**config.mk**
```make
export PLATFORM = sky130hd
export DESIGN_NAME = exti_ctrl
export DESIGN_NICKNAME = d
export VERILOG_FILES = /design/src/rtl/exti_pkg.sv /design/src/rtl/exti_regs.sv /design/src/rtl/exti_line.sv /design/src/rtl/exti_irq_map.sv /design/src/rtl/exti_ctrl.sv
export SDC_FILE = /design/constraint.sdc
export NUM_CORES = 1
export LEC_CHECK = 0
export ABC_AREA = 1
export BUFFER_PORTS_ARGS = -buffer_cell sky130_fd_sc_hd__buf_2
export CAP_MARGIN = 10
export CORE_ASPECT_RATIO = 1.1
export CORE_MARGIN = 2
export CORE_UTILIZATION = 60
export DETAILED_ROUTE_END_ITERATION = 10
export PLACE_DENSITY_LB_ADDON = 0.2
export SLEW_MARGIN = 20
export SYNTH_ARGS = -nofsm -noshare
export SYNTH_HDL_FRONTEND = slang
export SYNTH_SLANG_ARGS = --single-unit
```
**constraint.sdc**
```tcl
create_clock -name clk -period 2.2 [get_ports clk]
set_input_delay 0.44 -clock clk [delete_from_list [all_inputs] [get_ports clk]]
set_output_delay 0.44 -clock clk [all_outputs]
set_load 0.01 [all_outputs]
```
**src/rtl/exti_pkg.sv**
```systemverilog
package exti_pkg;

    localparam int EX_LINES      = 16;  // lines, also pins per port
    localparam int EX_PORTS      = 9;   // selectable ports
    localparam int EX_SEL_W      = 4;   // port code width
    localparam int EX_ADDR_W     = 4;
    localparam int EX_DATA_W     = 16;
    localparam int EX_SOLO_LINES = 5;   // lines with a private IRQ
    localparam int EX_MID_LAST   = 9;   // last line of the first shared group
    localparam int EX_NUM_IRQ    = EX_SOLO_LINES + 2;

    typedef enum logic [EX_ADDR_W-1:0] {
        A_SEL0  = 4'd0,
        A_SEL1  = 4'd1,
        A_SEL2  = 4'd2,
        A_SEL3  = 4'd3,
        A_IMASK = 4'd4,
        A_EMASK = 4'd5,
        A_RISE  = 4'd6,
        A_FALL  = 4'd7,
        A_PEND  = 4'd8
    } reg_addr_e;

    typedef enum logic {
        LN_IDLE = 1'b0,
        LN_PEND = 1'b1
    } line_state_e;

    // IRQ output that a line feeds
    function automatic int irq_slot(input int line);
        if (line < EX_SOLO_LINES)
            return line;
        else if (line <= EX_MID_LAST)
            return EX_SOLO_LINES;
        else
            return EX_SOLO_LINES + 1;
    endfunction

    // Set of lines ORed onto one IRQ output
    function automatic logic [EX_LINES-1:0] group_mask(input int slot);
        logic [EX_LINES-1:0] m;
        m = '0;
        for (int n = 0; n < EX_LINES; n++)
            if (irq_slot(n) == slot)
                m[n] = 1'b1;
        return m;
    endfunction

endpackage

```
**src/rtl/exti_regs.sv**
```systemverilog
module exti_regs
    import exti_pkg::*;
#(
    parameter int LINES  = EX_LINES,
    parameter int SEL_W  = EX_SEL_W,
    parameter int ADDR_W = EX_ADDR_W,
    parameter int DATA_W = EX_DATA_W
) (
    input  logic                   clk,
    input  logic                   rst_n,
    input  logic                   we_i,
    input  logic [ADDR_W-1:0]      addr_i,
    input  logic [DATA_W-1:0]      wdata_i,
    input  logic [LINES-1:0]       pend_i,
    output logic [LINES*SEL_W-1:0] sel_o,
    output logic [LINES-1:0]       imask_o,
    output logic [LINES-1:0]       emask_o,
    output logic [LINES-1:0]       rise_o,
    output logic [LINES-1:0]       fall_o,
    output logic [LINES-1:0]       clr_o,
    output logic [DATA_W-1:0]      rdata_o
);

    localparam int SEL_PER_REG = DATA_W / SEL_W;
    localparam int SEL_REGS    = LINES / SEL_PER_REG;

    logic [SEL_REGS-1:0][DATA_W-1:0] sel_q;
    logic [LINES-1:0] imask_q, emask_q, rise_q, fall_q;

    always_ff @(posedge clk or negedge rst_n) begin
        if (!rst_n) begin
            sel_q   <= '0;
            imask_q <= '0;
            emask_q <= '0;
            rise_q  <= '0;
            fall_q  <= '0;
        end else if (we_i) begin
            for (int k = 0; k < SEL_REGS; k++)
                if (addr_i == ADDR_W'(k))
                    sel_q[k] <= wdata_i;
            if (addr_i == A_IMASK) imask_q <= wdata_i[LINES-1:0];
            if (addr_i == A_EMASK) emask_q <= wdata_i[LINES-1:0];
            if (addr_i == A_RISE)  rise_q  <= wdata_i[LINES-1:0];
            if (addr_i == A_FALL)  fall_q  <= wdata_i[LINES-1:0];
        end
    end

    // Select registers laid end to end give line n at bits n*SEL_W
    assign sel_o   = sel_q;
    assign imask_o = imask_q;
    assign emask_o = emask_q;
    assign rise_o  = rise_q;
    assign fall_o  = fall_q;
    assign clr_o   = (we_i && addr_i == A_PEND) ? wdata_i[LINES-1:0] : '0;

    always_comb begin
        rdata_o = '0;
        for (int k = 0; k < SEL_REGS; k++)
            if (addr_i == ADDR_W'(k))
                rdata_o = sel_q[k];
        if (addr_i == A_IMASK) rdata_o = DATA_W'(imask_q);
        if (addr_i == A_EMASK) rdata_o = DATA_W'(emask_q);
        if (addr_i == A_RISE)  rdata_o = DATA_W'(rise_q);
        if (addr_i == A_FALL)  rdata_o = DATA_W'(fall_q);
        if (addr_i == A_PEND)  rdata_o = DATA_W'(pend_i);
    end

endmodule

```
**src/rtl/exti_line.sv**
```systemverilog
module exti_line
    import exti_pkg::*;
#(
    parameter int PORTS = EX_PORTS,
    parameter int SEL_W = EX_SEL_W
) (
    input  logic             clk,
    input  logic             rst_n,
    input  logic [PORTS-1:0] pins_i,
    input  logic [SEL_W-1:0] sel_i,
    input  logic             rise_en_i,
    input  logic             fall_en_i,
    input  logic             evt_en_i,
    input  logic             clr_i,
    output logic             pend_o,
    output logic             wake_hit_o
);

    localparam logic [SEL_W-1:0] FIRST_CONST = SEL_W'(PORTS);

    logic        mux_val, sync_a, sync_b, prev_b, hit;
    line_state_e state_q, state_d;

    // Port mux; codes past the last port give a constant high
    always_comb begin
        mux_val = 1'b1;
        for (int p = 0; p < PORTS; p++)
            if (sel_i == SEL_W'(p))
                mux_val = pins_i[p];
    end

    always_ff @(posedge clk or negedge rst_n) begin
        if (!rst_n) begin
            sync_a <= 1'b0;
            sync_b <= 1'b0;
            prev_b <= 1'b0;
        end else begin
            sync_a <= mux_val;
            sync_b <= sync_a;
            prev_b <= sync_b;
        end
    end

    assign hit = (rise_en_i &  sync_b & ~prev_b) |
                 (fall_en_i & ~sync_b &  prev_b);

    // State register
    always_ff @(posedge clk or negedge rst_n) begin
        if (!rst_n) state_q <= LN_IDLE;
        else        state_q <= state_d;
    end

    // Next state: LATCH on an accepted edge, ACK on a clear without one
    always_comb begin
        state_d = state_q;
        unique case (state_q)
            LN_IDLE: if (hit)            state_d = LN_PEND;
            LN_PEND: if (clr_i && !hit)  state_d = LN_IDLE;
            default:                     state_d = LN_IDLE;
        endcase
    end

    // Outputs
    always_comb begin
        pend_o     = (state_q == LN_PEND);
        wake_hit_o = hit & evt_en_i;
    end

    AST_EDGE_WINS: assert property (@(posedge clk) disable iff (!rst_n)
        hit |=> pend_o) else $error("edge lost");
    AST_PEND_STICKY: assert property (@(posedge clk) disable iff (!rst_n)
        (pend_o && !clr_i) |=> pend_o) else $error("pending dropped");
    AST_NO_SPURIOUS: assert property (@(posedge clk) disable iff (!rst_n)
        (!pend_o && !hit) |=> !pend_o) else $error("pending without edge");
    AST_CONST_NO_EDGE: assert property (@(posedge clk) disable iff (!rst_n)
        (sel_i >= FIRST_CONST && $past(sel_i) >= FIRST_CONST &&
         $past(sel_i, 2) >= FIRST_CONST && $past(sel_i, 3) >= FIRST_CONST) |-> !hit)
        else $error("edge on constant input");

endmodule

```
**src/rtl/exti_irq_map.sv**
```systemverilog
module exti_irq_map
    import exti_pkg::*;
#(
    parameter int LINES   = EX_LINES,
    parameter int NUM_IRQ = EX_NUM_IRQ
) (
    input  logic               clk,
    input  logic               rst_n,
    input  logic [LINES-1:0]   pend_i,
    input  logic [LINES-1:0]   imask_i,
    input  logic [LINES-1:0]   wake_hit_i,
    output logic [NUM_IRQ-1:0] irq_o,
    output logic               wake_o
);

    for (genvar g = 0; g < NUM_IRQ; g++) begin : g_irq
        localparam logic [LINES-1:0] GM = LINES'(group_mask(g));
        assign irq_o[g] = |(pend_i & imask_i & GM);
    end

    always_ff @(posedge clk or negedge rst_n) begin
        if (!rst_n) wake_o <= 1'b0;
        else        wake_o <= |wake_hit_i;
    end

    AST_IRQ_NEEDS_PEND: assert property (@(posedge clk) disable iff (!rst_n)
        (|irq_o) |-> (|pend_i)) else $error("irq without pending");
    AST_WAKE_NEEDS_PEND: assert property (@(posedge clk) disable iff (!rst_n)
        wake_o |-> (|pend_i)) else $error("wake without pending");

endmodule

```
**src/rtl/exti_ctrl.sv**
```systemverilog
module exti_ctrl
    import exti_pkg::*;
#(
    parameter int LINES   = EX_LINES,
    parameter int PORTS   = EX_PORTS,
    parameter int SEL_W   = EX_SEL_W,
    parameter int ADDR_W  = EX_ADDR_W,
    parameter int DATA_W  = EX_DATA_W,
    parameter int NUM_IRQ = EX_NUM_IRQ
) (
    input  logic                   clk,
    input  logic                   rst_n,
    input  logic [PORTS*LINES-1:0] port_pins,
    input  logic                   bus_we,
    input  logic [ADDR_W-1:0]      bus_addr,
    input  logic [DATA_W-1:0]      bus_wdata,
    output logic [DATA_W-1:0]      bus_rdata,
    output logic [NUM_IRQ-1:0]     irq_out,
    output logic                   wake_evt
);

    logic [LINES*SEL_W-1:0] sel_flat;
    logic [LINES-1:0] imask, emask, rise_en, fall_en, clr, pend, wake_hit;

    exti_regs #(
        .LINES(LINES), .SEL_W(SEL_W), .ADDR_W(ADDR_W), .DATA_W(DATA_W)
    ) u_regs (
        .clk(clk), .rst_n(rst_n), .we_i(bus_we), .addr_i(bus_addr),
        .wdata_i(bus_wdata), .pend_i(pend), .sel_o(sel_flat),
        .imask_o(imask), .emask_o(emask), .rise_o(rise_en), .fall_o(fall_en),
        .clr_o(clr), .rdata_o(bus_rdata)
    );

    for (genvar n = 0; n < LINES; n++) begin : g_line
        logic [PORTS-1:0] line_pins;
        for (genvar p = 0; p < PORTS; p++) begin : g_pin
            assign line_pins[p] = port_pins[p*LINES + n];
        end
        exti_line #(.PORTS(PORTS), .SEL_W(SEL_W)) u_line (
            .clk(clk), .rst_n(rst_n), .pins_i(line_pins),
            .sel_i(sel_flat[n*SEL_W +: SEL_W]),
            .rise_en_i(rise_en[n]), .fall_en_i(fall_en[n]),
            .evt_en_i(emask[n]), .clr_i(clr[n]),
            .pend_o(pend[n]), .wake_hit_o(wake_hit[n])
        );
    end

    exti_irq_map #(.LINES(LINES), .NUM_IRQ(NUM_IRQ)) u_map (
        .clk(clk), .rst_n(rst_n), .pend_i(pend), .imask_i(imask),
        .wake_hit_i(wake_hit), .irq_o(irq_out), .wake_o(wake_evt)
    );

    AST_W1C_ZERO_KEEP: assert property (@(posedge clk) disable iff (!rst_n)
        (bus_we && bus_addr == A_PEND) |=>
        (($past(pend) & ~$past(bus_wdata[LINES-1:0]) & ~pend) == '0))
        else $error("zero write cleared a flag");
    AST_MASK_BLOCKS: assert property (@(posedge clk) disable iff (!rst_n)
        (imask == '0) |-> (irq_out == '0)) else $error("irq while all masked");

endmodule

```
==> results.sh <==
export IMPL_dieHeight_um=138
export IMPL_period_share=0.962
export IMPL_viasPerCell=5.75
export IMPL_grt_antenna_before_repair=0
export IMPL_powerDensity_mw_per_mm2=942
export IMPL_synthesis_area_mm2=0.00973
export IMPL_r2r_start="g_line[8].u_line.sync_b"
export IMPL_final_core_util=0.748
export IMPL_wl_per_cell_um=17.4
export IMPL_drc=0
export IMPL_skew_ps=7.46
export IMPL_drv_cap=0
export IMPL_dp_hpwl_mm=21.9
export IMPL_die_area_mm2=0.0172
export IMPL_synthAdderAreaFrac=0
export IMPL_wl_mm=29.8
export IMPL_die_width_um=125
export IMPL_synth_top_family_by_area="simple AND/OR/NAND/NOR gates"
export IMPL_drv_slew=0
export IMPL_netlist_area_leader_share=0.496
export IMPL_regArea_mm2=0.00483
export IMPL_min_delay_start="port_pins[129]"
export IMPL_ys_types=26
export IMPL_clk_path_buf_depth=2
export IMPL_ys_flop_type="dfrtp_1"
export IMPL_synth_area_mux_share=0
export IMPL_worstMarginPinSlew_ps=541
export IMPL_start_kind="input port"
export IMPL_yosysTopAreaCell="dfrtp_1"
export IMPL_io_buffers=190
export IMPL_cts_max_level=4
export IMPL_grt_start_max_net_pins=81
export IMPL_postLayoutCellArea_mm2=0.0118
export IMPL_min_period_ps=2120
export IMPL_clock_latency_ps=430
export IMPL_synth_edf_count=0
export IMPL_syn_nets=1466
export IMPL_synthTopCellsByArea="dfrtp_1, nand2_1, o21ai_0"
export IMPL_yosysMostFrequentCell="nand2_1"
export IMPL_required_ps=1760
export IMPL_vias=9824
export IMPL_cts_tree="yes"
export IMPL_ys_ff_latch=193
export IMPL_status="complete, no violations"
export IMPL_netlist_top_cells_count="nand2_1, dfrtp_1, o21ai_0, nand3_1, inv_1"
export IMPL_leakagePower_nw=6.00
export IMPL_layout_nets=1663
export IMPL_placementRows=48
export IMPL_hold_viol=0
export IMPL_synth_compound_area_share=0.126
export IMPL_placed_area_mm2=0.0110
export IMPL_fmax_ghz=0.473
export IMPL_core_area_mm2=0.0158
export IMPL_layout_drive_gt1_share=0.191
export IMPL_ys_seq_area_frac=0.496
export IMPL_setup_viol=0
export IMPL_antenna_left=0
export IMPL_endpoint_kind="primary output"
export IMPL_grt_pass1_vias=9096
export IMPL_cts_sinks=193
export IMPL_slew_headroom=0.638
export IMPL_async_flop_share=1.00
export IMPL_n_antenna_cell=0
export IMPL_drtIter0Drc=1078
export IMPL_grt_pass1_wl_mm=46.8
export IMPL_path_max_fanout=16
export IMPL_ios=191
export IMPL_ir_drop_mv=0.607
export IMPL_crit_type="in -> out"
export IMPL_clkTransAtPathRegs_ps=70
export IMPL_grt_usage=0.351
export IMPL_avgSynthCellArea_um2=7.49
export IMPL_firstDrtPassIters=8
export IMPL_synthCells=1299
export IMPL_crit_path_start="bus_addr[2]"
export IMPL_holdPathStages=3
export IMPL_root_buffer="clkbuf_16"
export IMPL_hold_class="in -> reg"
export IMPL_synthXorXnorAreaFrac=0
export IMPL_yosysWarnings=0
export IMPL_multi_input_area_mm2=0.00417
export IMPL_setup_tns_final_ps=0
export IMPL_fillerInstances=1200
export IMPL_overflow=0
export IMPL_reg2regPathDepth=8
export IMPL_start_util=0.616
export IMPL_area_growth_synth_to_final_pct=21.5
export IMPL_synthSimpleGateAreaFrac=0.299
export IMPL_numCtsBuffers=17
export IMPL_cp_arrival_ps=1680
export IMPL_place_congestion=1.00
==> repair_timing <==
action	in CTS	in global routing
buffers inserted	0	5
gates cloned	0	1
resized for setup	1	17
endpoints found under the setup margin	9	16
hold endpoints to repair	16	0
pin swaps	0	5
hold buffers	1	0
==> critical path, cell delays in order <==
cell	delay (ps)
clkbuf_4	150
nor2_4	130
buf_12	140
inv_2	60
nor2_4	100
buf_12	160
nand2_1	100
nand3_1	120
nand2_1	80
nand4_1	70
buf_2	130
==> metrics by stage <==
| step | instances | hold WS [ps] | worst slack [ps] | total power, W |
|---|---|---|---|---|
| 6_report | 1709 | 228 | 83.8 | 0.0111 |
| 5_1_grt | 1709 | 233 | -0.0713 | 0.0117 |
| 4_1_cts | 1703 | 219 | 28.8 | 0.0110 |
| 3_5_place_dp | 1670 | 301 | -44.1 | 0.00767 |
| 3_3_place_gp | 1670 | 300 | -19.7 | 0.00756 |
| 2_1_floorplan | 1299 | 144 | 429 | 0.00661 |
==> state kept, by name (all words and copies together) (netlist names) <==
signal / count
u_regs.imask_o: 16
g_line.u_line.pend_o: 16
g_line.u_line.sync_a: 16
u_map.wake_o: 1
g_line.u_line.sync_b: 16
u_regs.rise_o: 16
g_line.u_line.prev_b: 16
u_regs.sel_o: 64
u_regs.fall_o: 16
u_regs.emask_o: 16
==> layer usage <==
metal | GRT usage | up-vias | routed length [um]
met5 | 0 | - | 0
met4 | 0.0920 | 0 | 732
met3 | 0.121 | 71 | 3750
met2 | 0.546 | 560 | 13400
met1 | 0.478 | 4567 | 11900
li1 | - | 4626 | -
==> worst paths after layout <==
check                                            to  slack (ps)
max                                    bus_rdata[6]          80
min                         g_line[1].u_line.sync_a         230
max reg2reg                            u_map.wake_o         860
min reg2reg                g_line[10].u_line.sync_b         350
max in group asynchronous          u_regs.sel_o[62]        1110
min in group asynchronous         u_regs.imask_o[6]         420
==> placed cells by master (no fill, tap or decap), types with 2 or more instances in the layout <==
cell	netlist	routed
nand2_1	414	413
dfrtp_1	193	193
buf_2	15	186
o21ai_0	180	180
nand3_1	152	150
inv_1	141	137
nor2_1	57	53
buf_4	0	30
a21oi_1	28	28
nand4_1	24	24
clkbuf_16	0	18
nand3b_1	13	13
o211ai_1	10	10
inv_2	4	8
a21o_1	7	7
buf_12	0	7
inv_6	0	6
nor2_4	4	5
nor2_2	2	5
nand2_2	4	4
bufinv_16	0	4
nor3_1	3	3
o21ai_1	3	3
clkbuf_4	0	3
nand3_2	0	2
o41ai_1	2	2
a221oi_1	2	2
clkinvlp_4	0	2
buf_6	1	2
==> report_power, final <==
group | internal (W) | leakage, nW | switching [W]
sequential | 0.00443 | 2.32 | 0.000964
clock | 0.00196 | 0.309 | 0.00141
combinational | 0.000967 | 3.37 | 0.00141
total | 0.00735 | 6.00 | 0.00378
==> final cells by class <==
type	instances	share of cell area
Sequential cell	193	0.409
Multi-Input combinational cell	909	0.353
Timing Repair Buffer	230	0.116
Tap cell	200	0.0212
Clock buffer	18	0.0372
Clock inverter	14	0.0170
Inverter	145	0.0461
==> kinds of logic (layout without fill, tap and decap cells) <==
family,count (synthesis),in the layout
compound gates,233,233
flops,193,193
buf+inv,197,407
simple gates,676,676
Note: power is estimated with default switching activity, not from simulation.
